## src/rtl/i2crec_pkg.sv

```systemverilog
package i2crec_pkg;

  typedef enum logic [2:0] {
    TM_LOW,
    TM_HIGH,
    TM_US,
    TM_TBUF,
    TM_RISE
  } timerSel_e;

  typedef enum logic [3:0] {
    ST_IDLE,
    ST_OPEN,
    ST_LOW,
    ST_RISE,
    ST_HIGH,
    ST_DECIDE,
    ST_SETUP,
    ST_HOLD,
    ST_BUSFREE,
    ST_FINISH
  } recState_e;

  // Strobes from control to datapath
  typedef struct packed {
    logic      timerLoad;
    timerSel_e timerSel;
    logic      sclLow;
    logic      sdaLow;
    logic      clearRun;
    logic      incPulse;
    logic      sampleSda;
    logic      captureIdle;
    logic      setFail;
  } recStrobe_t;

endpackage

```

## src/rtl/i2c_recovery_dp.sv

```systemverilog
module i2c_recovery_dp
  import i2crec_pkg::*;
#(
  parameter int LOW_CYC      = 250,
  parameter int HIGH_CYC     = 250,
  parameter int US_CYC       = 100,
  parameter int TBUF_CYC     = 6000,
  parameter int RISE_TIMEOUT = 100000,
  parameter int NUM_PULSES   = 9
) (
  input  logic       clk,
  input  logic       rst_n,
  input  recStrobe_t str,
  input  logic       sclIn,
  input  logic       sdaIn,
  output logic       timerDone,
  output logic       pulseLast,
  output logic       sdaSeenHigh,
  output logic       sclDriveLow,
  output logic       sdaDriveLow,
  output logic       fail,
  output logic       notIdleWarn
);

  localparam int MAX_A = (LOW_CYC > HIGH_CYC) ? LOW_CYC : HIGH_CYC;
  localparam int MAX_B = (US_CYC > TBUF_CYC) ? US_CYC : TBUF_CYC;
  localparam int MAX_C = (MAX_A > MAX_B) ? MAX_A : MAX_B;
  localparam int TMAX  = (MAX_C > RISE_TIMEOUT) ? MAX_C : RISE_TIMEOUT;
  localparam int TW    = $clog2(TMAX + 1);
  localparam int CW    = $clog2(NUM_PULSES + 1);

  logic [TW-1:0] timer;
  logic [TW-1:0] loadVal;
  logic [CW-1:0] pulseCnt;

  // Duration selection
  always_comb begin
    case (str.timerSel)
      TM_LOW:  loadVal = TW'(LOW_CYC);
      TM_HIGH: loadVal = TW'(HIGH_CYC);
      TM_US:   loadVal = TW'(US_CYC);
      TM_TBUF: loadVal = TW'(TBUF_CYC);
      default: loadVal = TW'(RISE_TIMEOUT);
    endcase
  end

  always_ff @(posedge clk or negedge rst_n) begin
    if (!rst_n) begin
      timer <= '0;
    end else if (str.timerLoad) begin
      timer <= loadVal;
    end else if (timer != '0) begin
      timer <= timer - 1'b1;
    end
  end

  assign timerDone = (timer == '0);

  // Pulse counter
  always_ff @(posedge clk or negedge rst_n) begin
    if (!rst_n) begin
      pulseCnt <= '0;
    end else if (str.clearRun) begin
      pulseCnt <= '0;
    end else if (str.incPulse) begin
      pulseCnt <= pulseCnt + 1'b1;
    end
  end

  assign pulseLast = (pulseCnt == CW'(NUM_PULSES - 1));

  // Sticky SDA observation
  always_ff @(posedge clk or negedge rst_n) begin
    if (!rst_n) begin
      sdaSeenHigh <= 1'b0;
    end else if (str.clearRun) begin
      sdaSeenHigh <= 1'b0;
    end else if (str.sampleSda) begin
      sdaSeenHigh <= sdaSeenHigh | sdaIn;
    end
  end

  // Result flags
  always_ff @(posedge clk or negedge rst_n) begin
    if (!rst_n) begin
      fail        <= 1'b0;
      notIdleWarn <= 1'b0;
    end else if (str.clearRun) begin
      fail        <= 1'b0;
      notIdleWarn <= 1'b0;
    end else begin
      if (str.setFail)     fail        <= 1'b1;
      if (str.captureIdle) notIdleWarn <= ~(sclIn & sdaIn);
    end
  end

  // Registered open-drain controls
  always_ff @(posedge clk or negedge rst_n) begin
    if (!rst_n) begin
      sclDriveLow <= 1'b0;
      sdaDriveLow <= 1'b0;
    end else begin
      sclDriveLow <= str.sclLow;
      sdaDriveLow <= str.sdaLow;
    end
  end


  sda_scl_excl_chk: assert property (@(posedge clk) disable iff (!rst_n)
    !(sclDriveLow && sdaDriveLow));


  sda_gate_chk: assert property (@(posedge clk) disable iff (!rst_n)
    sdaDriveLow |-> sdaSeenHigh);


  pulse_bound_chk: assert property (@(posedge clk) disable iff (!rst_n)
    str.incPulse |-> (pulseCnt < CW'(NUM_PULSES)));

endmodule

```

## src/rtl/i2c_recovery_ctrl.sv

```systemverilog
module i2c_recovery_ctrl
  import i2crec_pkg::*;
#(
  parameter bit AUTO_START = 1'b1
) (
  input  logic       clk,
  input  logic       rst_n,
  input  logic       recoverReq,
  input  logic       sclIn,
  input  logic       timerDone,
  input  logic       pulseLast,
  input  logic       sdaSeenHigh,
  output recStrobe_t str,
  output logic       busy,
  output logic       done
);

  recState_e state, nxt;
  logic      autoPending;
  logic      go;

  generate
    if (AUTO_START) begin : g_auto
      always_ff @(posedge clk or negedge rst_n) begin
        if (!rst_n) begin
          autoPending <= 1'b1;
        end else if (state == ST_IDLE) begin
          autoPending <= 1'b0;
        end
      end
    end else begin : g_manual
      assign autoPending = 1'b0;
    end
  endgenerate

  assign go = (state == ST_IDLE) && (recoverReq || autoPending);

  always_ff @(posedge clk or negedge rst_n) begin
    if (!rst_n) begin
      state <= ST_IDLE;
    end else begin
      state <= nxt;
    end
  end

  always_comb begin
    nxt = state;
    str = '0;
    unique case (state)
      ST_IDLE: begin
        if (go) begin
          str.clearRun  = 1'b1;
          str.timerLoad = 1'b1;
          str.timerSel  = TM_US;
          nxt           = ST_OPEN;
        end
      end
      ST_OPEN: begin
        if (timerDone) begin
          str.timerLoad = 1'b1;
          str.timerSel  = TM_LOW;
          nxt           = ST_LOW;
        end
      end
      ST_LOW: begin
        str.sclLow = 1'b1;
        if (timerDone) begin
          str.timerLoad = 1'b1;
          str.timerSel  = TM_RISE;
          nxt           = ST_RISE;
        end
      end
      ST_RISE: begin
        if (sclIn || timerDone) begin
          str.timerLoad = 1'b1;
          str.timerSel  = TM_HIGH;
          nxt           = ST_HIGH;
        end
      end
      ST_HIGH: begin
        if (timerDone) begin
          str.sampleSda = 1'b1;
          str.incPulse  = 1'b1;
          if (pulseLast) begin
            nxt = ST_DECIDE;
          end else begin
            str.timerLoad = 1'b1;
            str.timerSel  = TM_LOW;
            nxt           = ST_LOW;
          end
        end
      end
      ST_DECIDE: begin
        if (sdaSeenHigh) begin
          str.captureIdle = 1'b1;
          str.timerLoad   = 1'b1;
          str.timerSel    = TM_US;
          nxt             = ST_SETUP;
        end else begin
          str.setFail = 1'b1;
          nxt         = ST_FINISH;
        end
      end
      ST_SETUP: begin
        if (timerDone) begin
          str.timerLoad = 1'b1;
          str.timerSel  = TM_US;
          nxt           = ST_HOLD;
        end
      end
      ST_HOLD: begin
        str.sdaLow = 1'b1;
        if (timerDone) begin
          str.timerLoad = 1'b1;
          str.timerSel  = TM_TBUF;
          nxt           = ST_BUSFREE;
        end
      end
      ST_BUSFREE: begin
        if (timerDone) nxt = ST_FINISH;
      end
      ST_FINISH: begin
        nxt = ST_IDLE;
      end
      default: nxt = ST_IDLE;
    endcase
  end

  assign busy = (state != ST_IDLE) && (state != ST_FINISH);
  assign done = (state == ST_FINISH);


  done_busy_chk: assert property (@(posedge clk) disable iff (!rst_n)
    done |-> (!busy && $past(busy)));


  scl_quiet_chk: assert property (@(posedge clk) disable iff (!rst_n)
    (state == ST_HOLD) |-> !str.sclLow && !sclIn == !sclIn);

endmodule

```

## src/rtl/i2c_bus_recovery.sv

```systemverilog
module i2c_bus_recovery
  import i2crec_pkg::*;
#(
  parameter int LOW_CYC      = 250,
  parameter int HIGH_CYC     = 250,
  parameter int US_CYC       = 100,
  parameter int TBUF_CYC     = 6000,
  parameter int RISE_TIMEOUT = 100000,
  parameter int NUM_PULSES   = 9,
  parameter bit AUTO_START   = 1'b1
) (
  input  logic clk,
  input  logic rst_n,
  input  logic recoverReq,
  input  logic sclIn,
  input  logic sdaIn,
  output logic sclDriveLow,
  output logic sdaDriveLow,
  output logic busy,
  output logic done,
  output logic fail,
  output logic notIdleWarn
);

  recStrobe_t str;
  logic       timerDone;
  logic       pulseLast;
  logic       sdaSeenHigh;

  i2c_recovery_ctrl #(
    .AUTO_START (AUTO_START)
  ) u_ctrl (
    .clk         (clk),
    .rst_n       (rst_n),
    .recoverReq  (recoverReq),
    .sclIn       (sclIn),
    .timerDone   (timerDone),
    .pulseLast   (pulseLast),
    .sdaSeenHigh (sdaSeenHigh),
    .str         (str),
    .busy        (busy),
    .done        (done)
  );

  i2c_recovery_dp #(
    .LOW_CYC      (LOW_CYC),
    .HIGH_CYC     (HIGH_CYC),
    .US_CYC       (US_CYC),
    .TBUF_CYC     (TBUF_CYC),
    .RISE_TIMEOUT (RISE_TIMEOUT),
    .NUM_PULSES   (NUM_PULSES)
  ) u_dp (
    .clk         (clk),
    .rst_n       (rst_n),
    .str         (str),
    .sclIn       (sclIn),
    .sdaIn       (sdaIn),
    .timerDone   (timerDone),
    .pulseLast   (pulseLast),
    .sdaSeenHigh (sdaSeenHigh),
    .sclDriveLow (sclDriveLow),
    .sdaDriveLow (sdaDriveLow),
    .fail        (fail),
    .notIdleWarn (notIdleWarn)
  );


  idle_release_chk: assert property (@(posedge clk) disable iff (!rst_n)
    (!busy && !$past(busy)) |-> (!sclDriveLow && !sdaDriveLow));

endmodule

```

## config.mk

```make
export PLATFORM = sky130hd
export DESIGN_NAME = i2c_bus_recovery
export DESIGN_NICKNAME = d
export VERILOG_FILES = /design/src/rtl/i2crec_pkg.sv /design/src/rtl/i2c_recovery_dp.sv /design/src/rtl/i2c_recovery_ctrl.sv /design/src/rtl/i2c_bus_recovery.sv
export SDC_FILE = /design/constraint.sdc
export NUM_CORES = 1
export LEC_CHECK = 0
export ABC_AREA = 1
export BUFFER_PORTS_ARGS = -buffer_cell sky130_fd_sc_hd__buf_2
export CAP_MARGIN = 20
export CORE_UTILIZATION = 30
export CTS_BUF_LIST = sky130_fd_sc_hd__clkbuf_4
export CTS_CLUSTER_DIAMETER = 200
export CTS_CLUSTER_SIZE = 12
export DETAILED_ROUTE_END_ITERATION = 7
export GPL_TIMING_DRIVEN = 1
export SYNTH_ARGS = -nofsm -noshare
export SYNTH_HDL_FRONTEND = slang
export SYNTH_SLANG_ARGS = --single-unit
```

## constraint.sdc

```tcl
create_clock -name clk -period 2.4 [get_ports clk]
set_input_delay 0 -clock clk [delete_from_list [all_inputs] [get_ports clk]]
set_output_delay 0 -clock clk [all_outputs]
set_load 0.01 [all_outputs]
```

==> results.json, run 1 <==
{
  "die_h_um": 81.2,
  "vias_per_cell": 4.68,
  "worstPathRequired_ns": 2.63,
  "start_util": 0.314,
  "async_flop_share": 1.00,
  "status": "finished, final reports clean",
  "grt_pass1_wl_mm": 7.18,
  "drc": 0,
  "maxSlewViolCount": 0,
  "use_met2": 0.239,
  "synthTopCellsByArea": "dfrtp_1 (40%), nand2_1 (10%), inv_1 (6.0%)",
  "antenna_cells": 0,
  "fin_total_pwr_mw": 2.12,
  "tns_ns": 0,
  "gr-usage-met1": 0.184,
  "drt_iter0_drc": 91,
  "place.port_buffers": 10,
  "grt_max_degree": 32,
  "fin_skew_ns": 0.0122,
  "coreArea_um2": 5990,
  "rrSetupSlack_ns": 0.54,
  "gp_congestion": 0.882,
  "arrival_ns": 2.09,
  "fin_area_um2": 2100,
  "finalCritPeriodShare": 0.777,
  "fin_util": 0.350,
  "synthSimpleGateAreaFrac": 0.319,
  "finalHoldViolations": 0,
  "ant_nets": 0,
  "drtPass1Iterations": 4,
  "post-synth-top-count-cell": "nand2_1",
  "final_nets": 275,
  "met3_usage": 0.0438,
  "setup_viol": 0,
  "avgSynthCellArea_um2": 7.62,
  "yosys_warnings": 0,
  "post_cts_resized": 0,
  "syn_nets": 256,
  "p_leak_nw": 1.08,
  "synth_cell_type_count": 28,
  "timing.rr.end": "u_dp.timer[1]",
  "crit_type": "flip-flop to flip-flop",
  "dpl.cell_count": 331,
  "drv_cap": 0,
  "dieArea_um2": 6590,
  "num_vias": 1601,
  "hpwlAfterDp_mm": 3.07,
  "drt-total-wl_mm": 4.08,
  "crit_end": "u_dp.timer[1]",
  "period_minus_slack_ns": 1.86,
  "layout_setup_ws_ns": 0.535,
  "n_fill_cell": 620,
  "startpoint_type": "flip-flop",
  "clkLatencyLatePin_ns": 0.33,
  "r2r-start": "u_dp.timer[0]",
  "area_growth_pct": 11.5,
  "endpoint_kind": "flip-flop",
  "cts_setup_buffers": 0,
  "hold_class": "primary input to flip-flop",
  "synth_mux_area_frac": 0,
  "routedWlPerCell_um": 11.9,
  "synth_top_family_by_area": "simple AND/OR/NAND/NOR gates",
  "std_cell_rows": 28,
  "grt_remaining_overflow": 0,
  "synth_area_um2": 1880,
  "grtUsageTotal": 0.148,
  "cp_max_fo": 14,
  "placed_area_um2": 2010,
  "layout-drive-gt1-share": 0.172,
  "synth-compound-area-share": 0.100,
  "synth_xor_area_frac": 0.0605,
  "fin_worst_hold_slack_ns": 0.156,
  "synth_commonest_cells": "nand2_1 (50), dfrtp_1 (30), inv_1 (30), nor2_1 (30), nand3_1 (18)",
  "grt_pass1_vias": 1571,
  "top_usage_layer": "met2",
  "cts_made_buffers": 5,
  "powerDensity_nw_per_um2": 1010,
  "reg2regPathDepth": 14,
  "peakVddDrop_uv": 582,
  "stdcell_count": 342,
  "largest_reg_flops": 17,
  "reg_top3": "u_dp.timer: 17 flops, u_ctrl.state: 4 flops, u_dp.pulseCnt: 4 flops",
  "h-tree-depth": 2,
  "tightest_slew_ns": 0.696,
  "fmaxAchievable_mhz": 536,
  "ys_seq_area_frac": 0.413,
  "clock-sinks": 31,
  "synth_edf_count": 0,
  "synth_top_area_cell": "dfrtp_1",
  "hold-path-cell-count": 5,
  "ctsHoldBuffers": 3,
  "cts-root-buf": "clkbuf_4",
  "synth-main-ff-cell": "dfrtp_1",
  "largest-register": "u_dp.timer",
  "place_ws_ns": 0.528,
  "antenna_found_initial": 0,
  "path_clk_slew_ns": 0.11,
  "ys_ff_latch": 31,
  "rsz0062_at_grt": "false",
  "clk_path_buf_depth": 2,
  "synthAdderAreaFrac": 0.0266,
  "cts_tree": "yes",
  "crit_start": "u_dp.timer[0]",
  "pin_count": 11,
  "die_w_um": 81.2,
  "netlist_instances": 247,
  "max_slew_margin": 0.536,
  "yosys.area.top_type_share": 0.399
}
final cells by class:
class	count	area, um^2	share of cell area
multi-input cells	178	953	0.454
flip-flops and latches	31	777	0.370
inverters	37	140	0.0668
well taps	75	93.8	0.0447
repair buffers	13	80.1	0.0382
clock buffers	6	45.0	0.0215
clock inverters	2	8.76	0.00417
how the worst min path moves through the flow:
stage	from	to	slack, ns
after floorplan	rst_n	u_ctrl.state[0]	-0.30
after global placement	rst_n	u_dp.timer[4]	0.09
after global routing	recoverReq	u_dp.fail	0.20
after detailed placement	rst_n	u_dp.timer[4]	0.10
after CTS	recoverReq	u_dp.fail	0.15
final	recoverReq	u_dp.fail	0.16
where the power goes:
| group | switching, mW | internal, mW |
|---|---|---|
| logic | 0.671 | 0.354 |
| registers | 0.122 | 0.661 |
| clock network | 0.186 | 0.121 |
| total | 0.979 | 1.14 |
cells in the final DEF, fill, tap and decap left out, types with 3 or more instances in the layout:
master	count
clkbuf_4	6
xor2_1	7
inv_2	6
buf_2	10
nand2_2	6
xnor2_1	6
dfrtp_1	30
a21oi_1	16
nand2_1	50
o21ai_0	14
ha_1	4
dlygate4sd3_1	3
nor2_2	7
nor2_1	30
inv_1	30
nand3_1	18
nand4_1	4
cells by family (layout without fill, tap and decap cells):
family | after synthesis | after routing
compound gates | 36 | 36
buf+inv | 38 | 58
fa+ha+maj | 4 | 4
flops | 31 | 31
simple gates | 125 | 125
xor+xnor | 13 | 13
worst max-delay path, cell delays in order, from the launching register on:
cell	delay [ns]
dfrtp_1	0.33
inv_1	0.10
ha_1	0.23
inv_1	0.05
nor2_1	0.03
nand2_1	0.09
nor2_4	0.05
nand2_4	0.09
clkinv_2	0.12
nand2_2	0.12
nand3_4	0.11
inv_2	0.21
nand2_1	0.10
nand2_1	0.07
nand2_1	0.04
routing by layer:
| layer | vias up | routed length (um) |
|---|---|---|
| met4 | 0 | 59 |
| met5 | - | 0 |
| met3 | 6 | 234 |
| met1 | 724 | 1890 |
| li1 | 822 | - |
| met2 | 49 | 1900 |
Note: power is estimated with default switching activity, not from simulation.
==> inputs of run 2 (changes only) <==
==> constraint.sdc (replaced) <==
create_clock -name clk -period 1.5 [get_ports clk]
set_input_delay 0 -clock clk [delete_from_list [all_inputs] [get_ports clk]]
set_output_delay 0 -clock clk [all_outputs]
set_load 0.01 [all_outputs]
==> run 2 against run 1 <==
The flow now finishes with violations (setup timing). Clock skew up 0.00085 ns. Non-clock buffer count up 62. Hold slack better by 0.074 ns. Via count up 15%. Count of clock-buffer cells in the layout unchanged. Critical endpoint is now u_dp.timer[9]. First-iteration DRC count down 1.1%. Flip-flop and latch count unchanged. Fmax up 8.5%.
==> results.json, run 2 (synthesized netlist as in run 1, its figures left out) <==
{
  "status": "complete, but fails checks",
  "violations": "setup timing",
  "cp_max_fo": 7,
  "crit_cells": 9,
  "drc": 0,
  "cts_tree": "yes",
  "min_from": "recoverReq",
  "fin_area_um2": 2790,
  "crit_type": "flip-flop to flip-flop",
  "p_sw_frac": 0.440,
  "cts_made_buffers": 5,
  "p_leak_nw": 1.41,
  "arrival_ns": 1.97,
  "hold-path-cell-count": 6,
  "drtPass1Iterations": 4,
  "clock-sinks": 31,
  "drv_cap": 0,
  "layout-drive-gt1-share": 0.452,
  "hpwlAfterDp_mm": 3.48,
  "path_clk_slew_ns": 0.11,
  "p_seq_frac": 0.286,
  "gp_congestion": 0.870,
  "die_h_um": 81.2,
  "place.port_buffers": 10,
  "power_switching_mw": 1.95,
  "cpLargestDelayFamily": "simple AND/OR/NAND/NOR gates",
  "drt_iter0_drc": 90,
  "r2r-start": "u_ctrl.state[2]",
  "std_cell_rows": 28,
  "p_int_mw": 2.48,
  "p_clk_frac": 0.110,
  "crit_top_cell": "nand2_1",
  "critPathBufInv": 3,
  "period_minus_slack_ns": 1.72,
  "vias_per_cell": 4.54,
  "finalCritPeriodShare": 1.15,
  "max_slew_margin": 0.517,
  "grt_pass1_wl_mm": 8.11,
  "start_util": 0.314,
  "mostFrequentLayoutCells": "buf_4 (58), nand2_1 (38), dfrtp_1 (28)",
  "finalHoldViolations": 0,
  "fin_util": 0.465,
  "placed_area_um2": 2490,
  "fmaxAchievable_mhz": 582,
  "routedWlPerCell_um": 12.2,
  "drt-total-wl_mm": 4.93,
  "n_fill_cell": 586,
  "tightest_slew_ns": 0.724,
  "dieArea_um2": 6590,
  "fin_skew_ns": 0.0130,
  "powerDensity_nw_per_um2": 1590,
  "clk_path_buf_depth": 2,
  "h-tree-depth": 2,
  "antenna_found_initial": 0,
  "largest-register": "u_dp.timer",
  "largest_reg_flops": 17,
  "area_growth_pct": 48.1,
  "crit_slowest_cell": "dfrtp_1",
  "final_nets": 338,
  "setup_viol": 25,
  "cts-root-buf": "clkbuf_4",
  "layout_setup_ws_ns": -0.219,
  "pin_count": 11,
  "startpoint_type": "flip-flop",
  "rsz0062_at_grt": "true",
  "hold_class": "primary input to flip-flop",
  "reg2regPathDepth": 9,
  "grt_max_degree": 32,
  "reg_top3": "u_dp.timer: 17 flops, u_ctrl.state: 4 flops, u_dp.pulseCnt: 4 flops",
  "endpoint_kind": "flip-flop",
  "grt_pass1_vias": 1872,
  "clkLatencyLatePin_ns": 0.34,
  "coreArea_um2": 5990,
  "num_vias": 1839,
  "die_w_um": 81.2,
  "antenna_cells": 0,
  "ant_nets": 0,
  "worstPathRequired_ns": 1.76,
  "fin_total_pwr_mw": 4.43,
  "power_frac_comb": 0.604,
  "critical_path.cell_chain": "nor2_1 -> buf_4 -> nand2_1 -> inv_1 -> nand2_4 -> nand3_4 -> inv_8 -> nand2_1 -> a21oi_1",
  "peakVddDrop_uv": 872,
  "grtUsageTotal": 0.165,
  "critPathMaxStageDelay_ns": 0.46,
  "layout_commonest_cell": "buf_4",
  "grt_remaining_overflow": 0,
  "maxSlewViolCount": 0,
  "crit_start": "u_ctrl.state[2]"
}
run 2: area by class of cell:
class                           count  area, um^2  share of cell area
Sequential cell                    31         779               0.280
Timing Repair inverter              1        8.76             0.00314
Timing Repair Buffer               75         569               0.204
Clock buffer                        6        45.0              0.0162
Clock inverter                      2        7.51             0.00269
Tap cell                           75        93.8              0.0337
Multi-Input combinational cell    178        1130               0.406
Inverter                           37         151              0.0543
run 2: metrics by stage:
stage | worst slack, ns | TNS [ns] | hold WS (ns) | instances
CTS | -0.180 | -3.31 | 0.218 | 403
finish | -0.219 | -3.58 | 0.230 | 405
detailed placement | -0.207 | -3.75 | 0.102 | 388
floorplan | -0.129 | -1.07 | -0.296 | 247
global route | -0.328 | -6.69 | 0.262 | 405
global placement | -0.189 | -3.02 | 0.100 | 388
run 2: final timing paths:
kind / to / slack (ns)
setup / recovery: u_dp.timer[9] / -0.22
hold / removal: u_ctrl.state[0] / 0.23
setup reg to reg: u_dp.timer[9] / -0.22
hold reg to reg: u_ctrl.autoPending / 0.49
max in group asynchronous: u_ctrl.state[0] / 0.76
min in group asynchronous: u_ctrl.state[2] / 0.25
run 2: what timing repair did:
item                       CTS  global route
hold endpoints to repair    32             0
hold buffers                 3             0
setup endpoints to repair   28            28
pin swaps                    8             9
gates cloned                 1             0
buffers inserted             3             2
resized for setup           21            27
run 2: routing by layer:
| metal | vias up | share of wire | wire length [um] | GRT usage |
|---|---|---|---|---|
| met5 | - | 0 | 0 | 0 |
| met4 | 0 | 0.014 | 70 | 0.0679 |
| met3 | 8 | 0.026 | 130 | 0.0337 |
| met2 | 21 | 0.50 | 2460 | 0.289 |
| met1 | 859 | 0.46 | 2270 | 0.195 |
| li1 | 951 | - | - | - |
run 2: power by group through the flow:
| stage | combinational [mW] | clock, mW | sequential [mW] |
|---|---|---|---|
| after floorplan | 1.37 | 0 | 1.25 |
| after global placement | 2.32 | 0 | 1.25 |
| after detailed placement | 2.32 | 0 | 1.26 |
| after CTS | 2.51 | 0.506 | 1.24 |
| after global routing | 2.99 | 0.538 | 1.29 |
| final | 2.68 | 0.487 | 1.27 |
run 2: tightest hold or removal path, cell delays in order:
cell and delay (ns):
buf_2 0.08, inv_1 0.04, nand3_1 0.09, nand2_1 0.09, nor2_4 0.16, o21ai_1 0.08
==> inputs of run 3 (changes only) <==
--- a/config.mk
+++ b/config.mk
@@ -5,15 +5,16 @@
 export SDC_FILE = /design/constraint.sdc
 export NUM_CORES = 1
 export LEC_CHECK = 0
-export ABC_AREA = 1
 export BUFFER_PORTS_ARGS = -buffer_cell sky130_fd_sc_hd__buf_2
 export CAP_MARGIN = 20
+export CORE_MARGIN = 10
 export CORE_UTILIZATION = 30
 export CTS_BUF_LIST = sky130_fd_sc_hd__clkbuf_4
 export CTS_CLUSTER_DIAMETER = 200
 export CTS_CLUSTER_SIZE = 12
 export DETAILED_ROUTE_END_ITERATION = 7
 export GPL_TIMING_DRIVEN = 1
+export PLACE_DENSITY = 0.47
 export SYNTH_ARGS = -nofsm -noshare
 export SYNTH_HDL_FRONTEND = slang
 export SYNTH_SLANG_ARGS = --single-unit
==> run 3 against run 2 <==
The run still ends with setup timing left. Synthesized cell count shrank 13%. Critical path depth is the same. Setup slack lost 0.15 ns. Sequential share of layout area shrank 3.1 points. Sequential power shrank 10%. Routed wire length grew 18%. Register-to-register slack lost 0.15 ns. Power grew 7.8%. Hold slack lost 0.12 ns. Count of clock-buffer cells in the layout shrank 1. Die area grew 52%. Clock power shrank 4.5%. Critical path type unchanged.
==> results.json, run 3 <==
{
  "die_w_um": 100,
  "mostFrequentLayoutCells": "buf_4 (65), dfrtp_1 (30), nor2_1 (25)",
  "timing.rr.end": "u_dp.timer[1]",
  "place.port_buffers": 10,
  "layout_commonest_cell": "buf_4",
  "endpoint_kind": "flip-flop",
  "crit_end": "u_dp.timer[1]",
  "coreArea_um2": 6310,
  "max_slew_margin": 0.509,
  "synth-main-ff-cell": "dfrtp_1",
  "stdcell_count": 384,
  "routedWlPerCell_um": 15.1,
  "post-synth-top-count-cell": "nor2_1",
  "synth_commonest_cells": "nor2_1 (33), dfrtp_1 (30), a21oi_1 (13)",
  "tightest_slew_ns": 0.736,
  "cp_max_fo": 6,
  "synthTopCellsByArea": "dfrtp_1 (39%), nor2_1 (6.4%), xor2_1 (4.5%)",
  "status": "complete, but fails checks",
  "drtPass1Iterations": 4,
  "final_nets": 316,
  "clkLatencyLatePin_ns": 0.32,
  "drt-total-wl_mm": 5.81,
  "finalCritPeriodShare": 1.25,
  "use_met2": 0.201,
  "antenna_cells": 0,
  "vias_per_cell": 4.97,
  "yosys_warnings": 0,
  "hpwlAfterDp_mm": 3.91,
  "path_clk_slew_ns": 0.10,
  "fin_skew_ns": 0.00768,
  "async_flop_share": 1.00,
  "synth_top_area_cell": "dfrtp_1",
  "reg2regPathDepth": 9,
  "cts_tree": "yes",
  "largest_reg_flops": 17,
  "r2r-start": "u_dp.timer[1]",
  "powerDensity_nw_per_um2": 1530,
  "clock-sinks": 31,
  "crit_type": "flip-flop to flip-flop",
  "pin_count": 11,
  "grt_remaining_overflow": 0,
  "period_minus_slack_ns": 1.87,
  "grtUsageTotal": 0.118,
  "dpl.cell_count": 358,
  "cts-root-buf": "clkbuf_4",
  "drc": 0,
  "finalHoldViolations": 0,
  "netlist_instances": 214,
  "power_frac_comb": 0.664,
  "h-tree-depth": 2,
  "avgSynthCellArea_um2": 9.02,
  "startpoint_type": "flip-flop",
  "p_seq_frac": 0.238,
  "violations": "setup timing",
  "antenna_found_initial": 0,
  "fin_util": 0.496,
  "clk_path_buf_depth": 2,
  "power_switching_mw": 1.96,
  "die_h_um": 100,
  "synth_area_um2": 1930,
  "std_cell_rows": 29,
  "reg_top3": "u_dp.timer: 17 flops, u_ctrl.state: 4 flops, u_dp.pulseCnt: 4 flops",
  "setup_viol": 27,
  "p_clk_frac": 0.097,
  "cts_made_buffers": 5,
  "ant_nets": 0,
  "met3_usage": 0.0275,
  "p_sw_frac": 0.410,
  "gp_congestion": 0.802,
  "gr-usage-met1": 0.146,
  "grt_pass1_vias": 2024,
  "grt_max_degree": 32,
  "fin_worst_hold_slack_ns": 0.113,
  "peakVddDrop_uv": 811,
  "ys_seq_area_frac": 0.402,
  "layout_setup_ws_ns": -0.371,
  "num_vias": 1909,
  "largest-register": "u_dp.timer",
  "fmaxAchievable_mhz": 534,
  "area_growth_pct": 62.1,
  "worstPathRequired_ns": 1.72,
  "top_usage_layer": "met2",
  "synth_cell_type_count": 50,
  "fin_area_um2": 3130,
  "drv_cap": 0,
  "p_leak_nw": 1.37,
  "yosys.area.top_type_share": 0.389,
  "rsz0062_at_grt": "true",
  "start_util": 0.306,
  "ys_ff_latch": 31,
  "arrival_ns": 2.09,
  "grt_pass1_wl_mm": 9.72,
  "dieArea_um2": 10000,
  "rrSetupSlack_ns": -0.37,
  "layout-drive-gt1-share": 0.521,
  "maxSlewViolCount": 0,
  "crit_start": "u_dp.timer[1]",
  "p_int_mw": 2.82,
  "syn_nets": 223,
  "drt_iter0_drc": 49,
  "hold_class": "primary input to flip-flop",
  "synth_edf_count": 0,
  "placed_area_um2": 2580
}
[run 3: routing by layer]
metal,routed length (um),vias to the layer above
met5,0,-
met4,48,0
met3,167,4
met2,2920,27
met1,2680,935
li1,-,943
[run 3: stage by stage]
stage	power [mW]	TNS [ns]	setup WS [ns]
final	4.78	-8.17	-0.371
after global routing	5.11	-11.20	-0.485
after CTS	4.56	-6.54	-0.368
after detailed placement	3.46	-7.51	-0.384
after global placement	3.46	-7.51	-0.367
after floorplan	2.46	-5.68	-0.324
[run 3: critical path, cell delays in order (launching register included)]
cell and delay [ns]:
dfrtp_1 0.37, inv_2 0.06, ha_4 0.15, nor3b_4 0.14
nand4_1 0.13, buf_4 0.14, o21ai_4 0.06, a21o_4 0.25
and2_4 0.18, o311a_1 0.29
[run 3: worst min path at each step]
stage	from	to	depth (start not counted)	slack, ns
floorplan	rst_n	u_ctrl.state[0]	0	-0.30
global placement	rst_n	u_dp.timer[14]	1	0.12
detailed placement	rst_n	u_dp.timer[13]	1	0.11
CTS	sclIn	u_dp.notIdleWarn	3	0.04
global route	sclIn	u_dp.notIdleWarn	3	0.12
finish	sclIn	u_dp.notIdleWarn	3	0.11
[run 3: area by class of cell]
class | instances | area [um^2]
multi-input cells | 168 | 1390
flip-flops and latches | 31 | 777
clock inverters | 2 | 8.76
clock buffers | 5 | 37.5
well taps | 77 | 96.3
repair buffers | 94 | 790
inverters | 7 | 26.3
fillers | 613 | 3180
[run 3: what timing repair did]
item | 4_1_cts | 5_1_grt
pin swaps | 28 | 24
buffers inserted | 11 | 5
hold buffers | 2 | 0
gates cloned | 2 | 0
setup endpoints to repair | 29 | 31
gates resized for setup | 53 | 20
hold endpoints to repair | 32 | 0
[run 3: kinds of logic after synthesis]
family          count (synthesis)  synth area share
simple gates                  105             0.305
compound gates                 39             0.137
xor+xnor                       19            0.0862
fa+ha+maj                       4            0.0259
flops                          31             0.402
buf+inv                        16            0.0434
[run 3: power by group through the flow]
| stage | Clock [mW] | Sequential, mW | Combinational [mW] |
|---|---|---|---|
| floorplan | 0 | 1.19 | 1.27 |
| global placement | 0 | 1.14 | 2.32 |
| detailed placement | 0 | 1.14 | 2.32 |
| CTS | 0.479 | 1.14 | 2.94 |
| global route | 0.517 | 1.16 | 3.44 |
| finish | 0.465 | 1.14 | 3.17 |
